### src/rtl/sax_pkg.sv
package sax_pkg;
  localparam int DC_W    = 3;
  localparam int IC_W    = 3;
  localparam int CAUSE_W = DC_W + IC_W;
  localparam int KIND_W  = 3;

  typedef enum logic [KIND_W-1:0] {
    AK_LOAD    = 3'd0,
    AK_STORE   = 3'd1,
    AK_CACHE   = 3'd2,
    AK_RESV_LD = 3'd3,
    AK_COND_ST = 3'd4,
    AK_FP_LD   = 3'd5,
    AK_FP_ST   = 3'd6,
    AK_NONE    = 3'd7
  } acc_kind_e;

  typedef struct packed {
    logic dseg;
    logic wt_resv;
    logic pg_fault;
  } dcause_t;

  typedef struct packed {
    logic guard;
    logic noexec;
    logic xlate;
  } icause_t;
endpackage

### src/rtl/sax_data_chk.sv
module sax_data_chk
  import sax_pkg::*;
(
  input  logic              valid_i,
  input  logic [KIND_W-1:0] kind_i,
  input  logic              tlb_miss_i,
  input  logic              walk_fault_i,
  input  logic              wt_i,
  input  logic              dseg_i,
  output dcause_t           cause_o
);
  acc_kind_e kind;
  logic is_acc, is_ldst, is_resv;

  always_comb begin
    kind    = acc_kind_e'(kind_i);
    is_acc  = valid_i && (kind != AK_NONE);
    is_ldst = is_acc && (kind != AK_CACHE);
    is_resv = (kind == AK_RESV_LD) || (kind == AK_COND_ST);
    cause_o.pg_fault = is_acc && tlb_miss_i && walk_fault_i;
    cause_o.wt_resv  = is_acc && is_resv && wt_i;
    // FP accesses land here too, never on the alignment path
    cause_o.dseg     = is_ldst && dseg_i;
  end
endmodule

### src/rtl/sax_fetch_chk.sv
module sax_fetch_chk
  import sax_pkg::*;
(
  input  logic    valid_i,
  input  logic    xlate_fail_i,
  input  logic    noexec_i,
  input  logic    guarded_i,
  input  logic    reloc_i,
  output icause_t cause_o
);
  always_comb begin
    cause_o.xlate  = valid_i && xlate_fail_i;
    cause_o.noexec = valid_i && noexec_i;
    cause_o.guard  = valid_i && guarded_i && reloc_i;
  end
endmodule

### src/rtl/sax_exc_sel.sv
module sax_exc_sel
  import sax_pkg::*;
#(
  parameter int               VEC_W   = 20,
  parameter logic [VEC_W-1:0] DSI_VEC = VEC_W'('h00300),
  parameter logic [VEC_W-1:0] ISI_VEC = VEC_W'('h00400)
) (
  input  logic               clk_i,
  input  logic               rst_ni,
  input  logic               block_i,
  input  dcause_t            dcause_i,
  input  icause_t            icause_i,
  output logic               exc_o,
  output logic [VEC_W-1:0]   vec_o,
  output logic [CAUSE_W-1:0] cause_o
);
  logic               d_hit, i_hit, take;
  logic [VEC_W-1:0]   vec_d;
  logic [CAUSE_W-1:0] cause_d;

  always_comb begin
    d_hit   = |dcause_i;
    i_hit   = |icause_i;
    take    = !block_i && (d_hit || i_hit);
    vec_d   = '0;
    cause_d = '0;
    if (take) begin
      if (d_hit) begin
        // data fault outranks the fetch fault of the same cycle
        vec_d   = DSI_VEC;
        cause_d = {{IC_W{1'b0}}, dcause_i};
      end else begin
        vec_d   = ISI_VEC;
        cause_d = {icause_i, {DC_W{1'b0}}};
      end
    end
  end

  always_ff @(posedge clk_i or negedge rst_ni) begin
    if (!rst_ni) begin
      exc_o   <= 1'b0;
      vec_o   <= '0;
      cause_o <= '0;
    end else begin
      exc_o   <= take;
      vec_o   <= vec_d;
      cause_o <= cause_d;
    end
  end
endmodule

### src/rtl/sax_classifier.sv
module sax_classifier
  import sax_pkg::*;
#(
  parameter int VEC_W = 20
) (
  input  logic               clk_i,
  input  logic               rst_ni,
  input  logic               hi_pend_i,
  input  logic               d_valid_i,
  input  logic [KIND_W-1:0]  d_kind_i,
  input  logic               d_tlb_miss_i,
  input  logic               d_walk_fault_i,
  input  logic               d_wt_i,
  input  logic               d_dseg_i,
  input  logic               f_valid_i,
  input  logic               f_xlate_fail_i,
  input  logic               f_noexec_i,
  input  logic               f_guarded_i,
  input  logic               f_reloc_i,
  output logic               exc_o,
  output logic [VEC_W-1:0]   vec_o,
  output logic [CAUSE_W-1:0] cause_o
);
  dcause_t dcause;
  icause_t icause;

  sax_data_chk u_data (
    .valid_i      (d_valid_i),
    .kind_i       (d_kind_i),
    .tlb_miss_i   (d_tlb_miss_i),
    .walk_fault_i (d_walk_fault_i),
    .wt_i         (d_wt_i),
    .dseg_i       (d_dseg_i),
    .cause_o      (dcause)
  );

  sax_fetch_chk u_fetch (
    .valid_i      (f_valid_i),
    .xlate_fail_i (f_xlate_fail_i),
    .noexec_i     (f_noexec_i),
    .guarded_i    (f_guarded_i),
    .reloc_i      (f_reloc_i),
    .cause_o      (icause)
  );

  sax_exc_sel #(
    .VEC_W   (VEC_W),
    .DSI_VEC (VEC_W'('h00300)),
    .ISI_VEC (VEC_W'('h00400))
  ) u_sel (
    .clk_i    (clk_i),
    .rst_ni   (rst_ni),
    .block_i  (hi_pend_i),
    .dcause_i (dcause),
    .icause_i (icause),
    .exc_o    (exc_o),
    .vec_o    (vec_o),
    .cause_o  (cause_o)
  );
endmodule

### config.mk
export PLATFORM = sky130hd
export DESIGN_NAME = sax_classifier
export DESIGN_NICKNAME = d
export VERILOG_FILES = /design/src/rtl/sax_pkg.sv /design/src/rtl/sax_data_chk.sv /design/src/rtl/sax_fetch_chk.sv /design/src/rtl/sax_exc_sel.sv /design/src/rtl/sax_classifier.sv
export SDC_FILE = /design/constraint.sdc
export NUM_CORES = 1
export LEC_CHECK = 0
export BUFFER_PORTS_ARGS = -buffer_cell sky130_fd_sc_hd__buf_2
export CORE_UTILIZATION = 37
export DETAILED_ROUTE_END_ITERATION = 12
export GPL_TIMING_DRIVEN = 0
export PLACE_DENSITY = 0.79
export SLEW_MARGIN = 10
export SYNTH_ARGS = -nofsm -noshare
export SYNTH_HDL_FRONTEND = slang
export SYNTH_SLANG_ARGS = --single-unit
### constraint.sdc
create_clock -name clk_i -period 0.8 [get_ports clk_i]
set_input_delay 0.08 -clock clk_i [delete_from_list [all_inputs] [get_ports clk_i]]
set_output_delay 0.08 -clock clk_i [all_outputs]
set_load 0.02 [all_outputs]
==> Word-level counts from Yosys, hierarchy flattened <==
Cells that the tools add are included.
Widths: inputs -> output; s select.
{ "word_totals": {"register_bits": 27, "inputBits": 16, "output_inout_bits": 27, "elab_cells": 28} }
{ "classes": {"n_eq_ne": 4, "n_mux": 4, "reduce_logical": 17} }
{ "ops": {"columns": ["operator", "n"], "rows": [
  ["$mux 11", 2],
  ["$logic_and 1x1->1", 12],
  ["$mux 6", 2],
  ["$reduce_or 3->1", 2],
  ["$eq 3x2->1 const B", 1],
  ["$eq 3x3->1 const B", 1],
  ["$ne 3x2->1 const B", 1],
  ["$ne 3x3->1 const B", 1],
  ["$logic_or 1x1->1", 2],
  ["$logic_not 1->1", 1]
]} }

==> Longest topological paths before layout <==
Gate-level depths: netlist of the first run.
{ "logic_depth": {"depth_word": 8, "ltp_mapped": 4, "mapped_depth_nobuf": 4} }

==> Modules after synthesis <==
Synthesis of the first run repeated with hierarchy kept, for this count alone.
{ "unflattened": {"hier_cells": 52, "area_unflattened_um2": 524.3} }
{ "by_module_without_submodules": {"columns": ["mod", "n_inst", "cells_each", "area_per_inst_um2", "seq_area_each_um2"], "rows": [
  ["sax_exc_sel", 1, 40, 450.4, 225.2],
  ["sax_data_chk", 1, 9, 53.8, 0.0],
  ["sax_fetch_chk", 1, 3, 20.0, 0.0]
]} }

==> Worst setup path before layout of the first run <==
OpenSTA, ideal clock, no wires.
{ "synth_path": {"kind": "in2reg", "from": "in d_kind_i[0]", "to": "reg u_sel.cause_o[3]", "setup_time_ns": 0.120, "arrival_ns": 0.990, "required_ns": 0.680, "setup_slack_ns": -0.309, "stages": 4, "path_buffers": 0, "path_cell_list": "inv_1 > or4b_4 > and4_4 > and3_1"} }
{ "synth_between": {"elab_chain_len": 8, "elab_cells_between_ends": 17, "cone_classes": "eq/ne (4); mux (2); reduce/logical (11)"} }
{ "synth_rtl": {"columns": ["element", "line", "text"], "rows": [
  ["start: declaration", "sax_classifier.sv:10", "input logic [KIND_W-1:0] d_kind_i,"],
  ["$ne 3x3->1 (tied with other cells)", "sax_data_chk.sv:17", "is_acc = valid_i && (kind != AK_NONE);"],
  ["$logic_and 1x1->1 or $logic_or 1x1->1 (tied branches)", "sax_data_chk.sv:17, sax_data_chk.sv:19", null],
  ["$logic_and 1x1->1, on equally long branches", "sax_data_chk.sv:20, sax_data_chk.sv:18, sax_data_chk.sv:21", null],
  ["$logic_and 1x1->1, on equally long branches", "sax_data_chk.sv:20, sax_data_chk.sv:21, sax_data_chk.sv:23", null],
  ["$reduce_or 3->1 (*)", "sax_exc_sel.sv:22", "d_hit = |dcause_i;"],
  ["$logic_or 1x1->1", "sax_exc_sel.sv:24", "take = !block_i && (d_hit || i_hit);"],
  ["$logic_and 1x1->1", "sax_exc_sel.sv:24", null],
  ["$mux 6 (*)", "sax_exc_sel.sv:27", "if (take) begin"],
  ["named net u_sel.cause_d[3]", "sax_exc_sel.sv:19", "logic [CAUSE_W-1:0] cause_d;"],
  ["end signal: assignment", "sax_exc_sel.sv:47", "cause_o <= cause_d;"],
  ["end: declaration", "sax_exc_sel.sv:15", "output logic [CAUSE_W-1:0] cause_o"]
]} }
Mark *: on every way through the listed nets, which the timed path passes. The rest lies on a longest branch.

==> Worst setup path after layout of the first run <==
{ "layout_path": {"from": "reg u_sel.vec_o[9]", "to": "out vec_o[9]"} }
{ "layout_rtl": {"columns": ["element", "line", "text"], "rows": [
  ["start: declaration", "sax_exc_sel.sv:14", "output logic [VEC_W-1:0] vec_o,"],
  ["start signal: assignment", "sax_exc_sel.sv:46", "vec_o <= vec_d;"],
  ["end: declaration", "sax_classifier.sv:21", "output logic [VEC_W-1:0] vec_o,"]
]} }
No word-level cell between the ends.

==> results of run 1 <==
==> layer usage <==
metal	global-route usage, %	part of all wire (%)	vias up
met5	0	0	-
met4	12.5	1.2	0
met3	3.33	8.1	2
met2	30.2	54	24
met1	14.9	36	219
li1	-	-	257
==> flip-flops by register name (all words and copies together), names as in the netlist <==
name / cells
u_sel.exc_o: 1
u_sel.cause_o: 6
u_sel.vec_o: 2
==> cell type report <==
class	count	area (sq um)
Clock buffer	4	26.3
Timing Repair Buffer	28	249
Fill cell	107	412
Sequential cell	9	225
Inverter	1	3.75
Multi-Input combinational cell	45	260
Buffer	18	139
Tap cell	15	18.8
==> what timing repair did <==
item / 4_1_cts / 5_1_grt
hold endpoints to repair: 9 / 0
buffers inserted: 2 / 0
hold buffers: 1 / 0
pin swaps: 2 / 0
setup endpoints to repair: 16 / 13
gates resized for setup: 33 / 3
==> placed cells by master, fill, tap and decap left out, drive strengths merged <==
master / count
o2111ai: 1
or4b: 1
clkbuf: 4
nand3b: 2
dfrtp: 9
a21oi: 4
nor2b: 1
buf: 45
xnor2: 1
and2b: 1
and3: 2
and4: 1
nand2: 2
a211o: 1
conb: 17
nand3: 2
nor2: 6
inv: 1
nand4: 2
nor4bb: 1
dlygate4sd3: 1
==> where the power goes <==
part / total (uW) / internal (uW) / switching (uW)
combinational: 403 / 201 / 203
sequential: 486 / 475 / 10.6
clock: 328 / 191 / 137
==> worst max-delay path, cell delays in order (launching register included) <==
cell,delay (ns)
dfrtp_1,0.40
buf_6,0.12
buf_6,0.12
==> metrics by stage <==
| step | setup WS (ns) | power [uW] | cells | TNS (ns) | area (sq um) |
|---|---|---|---|---|---|
| after floorplan | -0.228 | 717 | 73 | -0.939 | 608 |
| after global placement | -0.417 | 806 | 113 | -2.13 | 752 |
| after global routing | -0.208 | 1310 | 120 | -1.16 | 922 |
| after CTS | -0.171 | 1210 | 120 | -0.744 | 910 |
| final | -0.166 | 1220 | 120 | -0.723 | 922 |
| after detailed placement | -0.436 | 814 | 113 | -2.36 | 752 |
==> logic make-up after synthesis <==
logic type / synth area share, %
buf+inv: 25.3
flops: 41.1
other cells: 0.684
compound gates: 7.53
simple gates: 23.7
xor+xnor: 1.60
==> worst paths after layout <==
kind	startpoint	to	slack (ns)
max	u_sel.vec_o[9]	vec_o[9]	-0.17
min	f_guarded_i	u_sel.cause_o[5]	0.07
max in group asynchronous	rst_ni	u_sel.exc_o	0.43
min in group asynchronous	rst_ni	u_sel.cause_o[1]	0.20
==> results_dict.tcl, run 1 <==
set metrics [dict create \
    status "finished with violations" \
    violations "setup timing" \
    yosys.area.top_type "dfrtp_1" \
    postLayoutCoreUtil_pct 69.1 \
    worstSetupPathType "register to output port" \
    grt_pass1_vias 395 \
    grt_max_degree 10 \
    fmax_ghz 1.04 \
    core_sq_mm 0.00133 \
    cts_buffer_depth 2 \
    die_y_microns 40.5 \
    hold_depth 3 \
    n_antenna_cell 0 \
    start_kind "register" \
    synth.most_common_cell "buf_4" \
    ys.flop_type "dfrtp_1" \
    cts_inserted_buffers 3 \
    cts_max_level 1 \
    cts_sinks 9 \
    routed_via_density 4.18 \
    hold_class "input port to register" \
    ctsRootBufferMaster "clkbuf_4" \
    worstPathMaxFanout 2 \
    worstPathRequired_ns 0.72 \
    rsz0062_at_grt "true" \
    wirelength_mm 1.20 \
    antenna_left 0 \
    nNetsFinal 122 \
    maxSlewViolCount 0 \
    dp_hpwl_microns 874 \
    final-setup-viol-count 13 \
    synthTopCellsByArea "dfrtp_1, buf_4, nor2_1" \
    num_vias 502 \
    synth-edff-count 0 \
    maxCapViolCount 0 \
    syn-cell-area_sq_um 548 \
    yosysWarnings 0 \
    synthCells 57 \
    cts_tree "built" \
    rows 13 \
    ys_ff_latch 9 \
    holdWs_ns 0.0662 \
    period_needed_ns 0.966 \
    p_leak_uw 0.000510 \
    cts.clk_slew.worst_paths_ns 0.06 \
    synth.top_cell.area_share_pct 41.1 \
    initial_utilization_pct 41.1 \
    seq_area_frac_synth_pct 41.1 \
    layout-drive-gt1-share_pct 54.3 \
    ir_worst_vdd_uv 481 \
    die_w_microns 40.5 \
    drt_iter0_markers 6 \
    post-route-period-util_pct 121 \
    drc_errors 0 \
    power_density_mw_per_mm2 1320 \
    synth_cell_types 20 \
    cp_data_arrival_time_ns 0.89 \
    synthToLayoutAreaGrowth_pct 68.3 \
    overflow 0 \
    detail_route.wl_per_cell_microns 9.98 \
    gp_congestion 0.721 \
    grt_pass1_wl_mm 1.68 \
    die_area_sq_mm 0.00164 \
    synth_common_cells "buf_4, dfrtp_1, nor2_1" \
    antenna_found_initial 0 \
    port_buffers 25 \
    grt_usage_pct 16.2 \
    synthArstFlopShare_pct 100 \
    io_pins 43 \
    fin_ws_ns -0.166 \
    first_pass_iters 4 \
    syn_area_per_cell_sq_um 9.61 \
    hold_viol_final 0 \
    critPathCaptureType "output port" \
]
Note: power is estimated with default switching activity, not from simulation.
==> inputs of run 2 (changes only) <==
--- a/config.mk
+++ b/config.mk
@@ -6,10 +6,11 @@
 export NUM_CORES = 1
 export LEC_CHECK = 0
 export BUFFER_PORTS_ARGS = -buffer_cell sky130_fd_sc_hd__buf_2
-export CORE_UTILIZATION = 37
+export CORE_UTILIZATION = 39
+export CTS_BUF_LIST = sky130_fd_sc_hd__clkbuf_8
 export DETAILED_ROUTE_END_ITERATION = 12
 export GPL_TIMING_DRIVEN = 0
-export PLACE_DENSITY = 0.79
+export PLACE_DENSITY = 0.82
 export SLEW_MARGIN = 10
 export SYNTH_ARGS = -nofsm -noshare
 export SYNTH_HDL_FRONTEND = slang
==> run 2 against run 1 <==
  * The flow still finishes with violations (setup timing)
  * Via count up 4.8%
  * Maximum frequency up 3.8%
  * Final area up 1.8%
  * Non-clock buffer count unchanged
  * Combinational power up 1%
  * Hold slack better by 0.042 ns
  * Sequential cell count unchanged
  * Sequential power about the same
  * Clock power up 58%
  * Critical path type unchanged
  * Largest power group is now clock
==> results_dict.tcl, run 2 (synthesis results as in run 1) <==
set metrics [dict create \
    worstPathRequired_ns 0.72 \
    ir_worst_vdd_uv 679 \
    first_pass_iters 4 \
    gp_congestion 0.830 \
    num-fill-cells 95 \
    final_common_cell "buf_4" \
    largest_reg_flops 6 \
    grt_usage_pct 19.1 \
    cts_inserted_buffers 3 \
    detail_route.wl_per_cell_microns 10.8 \
    dp_hpwl_microns 909 \
    pre_cts_slack_ns -0.452 \
    overflow 0 \
    fmax_ghz 1.07 \
    n_antenna_cell 0 \
    hold_viol_final 0 \
    initial_utilization_pct 42.1 \
    p_int_uw 1010 \
    grt_pass1_vias 457 \
    crit_start "u_sel.vec_o[9]" \
    post-route-period-util_pct 116 \
    nNetsFinal 122 \
    io_pins 43 \
    largestRegisters "u_sel.cause_o: 6 flops, u_sel.vec_o: 2 flops, u_sel.exc_o: 1 flops" \
    cp_data_arrival_time_ns 0.85 \
    grt_max_degree 10 \
    worstPathMaxFanout 2 \
    rows 13 \
    min-delay-start "d_wt_i" \
    port_buffers 25 \
    cts_sinks 9 \
    core_sq_mm 0.00130 \
    switching_share_pct 28.6 \
    p_leak_uw 0.000520 \
    p_sw_uw 404 \
    antenna_found_initial 0 \
    synthToLayoutAreaGrowth_pct 71.2 \
    ctsRootBufferMaster "clkbuf_8" \
    p_seq_share_pct 34.4 \
    die_area_sq_mm 0.00156 \
    fin_ws_ns -0.131 \
    p_comb_share_pct 28.9 \
    maxSlewViolCount 0 \
    cts.clk_slew.worst_paths_ns 0.04 \
    grt_pass1_wl_mm 1.89 \
    start_kind "register" \
    violations "setup timing" \
    drt_iter0_markers 7 \
    maxCapViolCount 0 \
    clockPowerShare_pct 36.7 \
    regMostFlops "u_sel.cause_o" \
    layout-drive-gt1-share_pct 54.3 \
    drc_errors 0 \
    holdWs_ns 0.109 \
    cts_buffer_depth 2 \
    die_w_microns 39.5 \
    wirelength_mm 1.29 \
    num_vias 526 \
    finalPower_uw 1410 \
    cts_tree "built" \
    die_y_microns 39.5 \
    antenna_left 0 \
    final-setup-viol-count 14 \
    critPathCaptureType "output port" \
    period_needed_ns 0.931 \
    cts_max_level 1 \
    power_density_mw_per_mm2 1510 \
    rsz0062_at_grt "true" \
    routed_via_density 4.38 \
    layout_common_cells "buf_4, conb_1, buf_6" \
    status "finished with violations" \
    worstSetupPathType "register to output port" \
    hold_class "input port to register" \
]
==> run 2: cell count changes in the layout (fill, tap and decap cells not counted) <==
cell,previous run,this run
nor2_4,0,1
clkbuf_8,0,3
inv_1,0,1
nor2_2,1,0
buf_6,10,12
clkbuf_1,1,0
buf_8,4,2
clkbuf_4,3,0
==> run 2: critical path, cell delays in order (launching register included) <==
cell     delay (ns)
dfrtp_1        0.38
buf_6          0.12
buf_6          0.12
==> run 2: stage by stage <==
stage / instance area [sq um] / cells / TNS (ns) / utilization [%]
global route: 938 / 120 / -0.826 / 72.1
global placement: 752 / 113 / -2.11 / 57.8
detailed placement: 752 / 113 / -2.32 / 57.8
CTS: 933 / 120 / -0.589 / 71.7
finish: 938 / 120 / -0.590 / 72.1
floorplan: 608 / 73 / -0.939 / -
==> run 2: final cells by class <==
class	count	area, sq um	share of cell area, %
plain buffers	18	139	14.8
clock buffers	3	41.3	4.40
clock inverters	1	3.75	0.400
inverters	1	3.75	0.400
multi-input cells	45	265	28.3
flip-flops and latches	9	225	24.0
well taps	15	18.8	2.00
repair buffers	28	241	25.7
==> run 2: worst paths after layout <==
check	end	slack, ns	cells after the start
max in group asynchronous	u_sel.cause_o[2]	0.41	2
worst min-delay path	u_sel.cause_o[1]	0.11	2
worst max-delay path	vec_o[9]	-0.13	2
min in group asynchronous	u_sel.cause_o[5]	0.22	2
==> run 2: what timing repair did <==
action / 4_1_cts / 5_1_grt
endpoints found under the setup margin: 16 / 16
pin swaps: 2 / 1
hold buffers: 1 / 0
cloned: 0 / 0
endpoints found under the hold margin: 9 / 0
resized for setup: 34 / 1
buffers inserted: 2 / 0
==> run 2: power groups by stage <==
stage          Clock [uW]  Sequential [uW]  Combinational, uW
2_1_floorplan           0              515                202
3_3_place_gp            0              487                319
3_5_place_dp            0              489                327
4_1_cts               524              487                393
5_1_grt               547              488                438
6_report              518              487                408
==> run 2: metal layers <==
metal | up-vias | global-route usage, % | part of all wire, %
li1 | 256 | - | -
met1 | 230 | 15.3 | 32
met2 | 37 | 39.3 | 55
met3 | 3 | 3.41 | 9.7
met4 | 0 | 12.9 | 2.2
met5 | - | 0 | 0
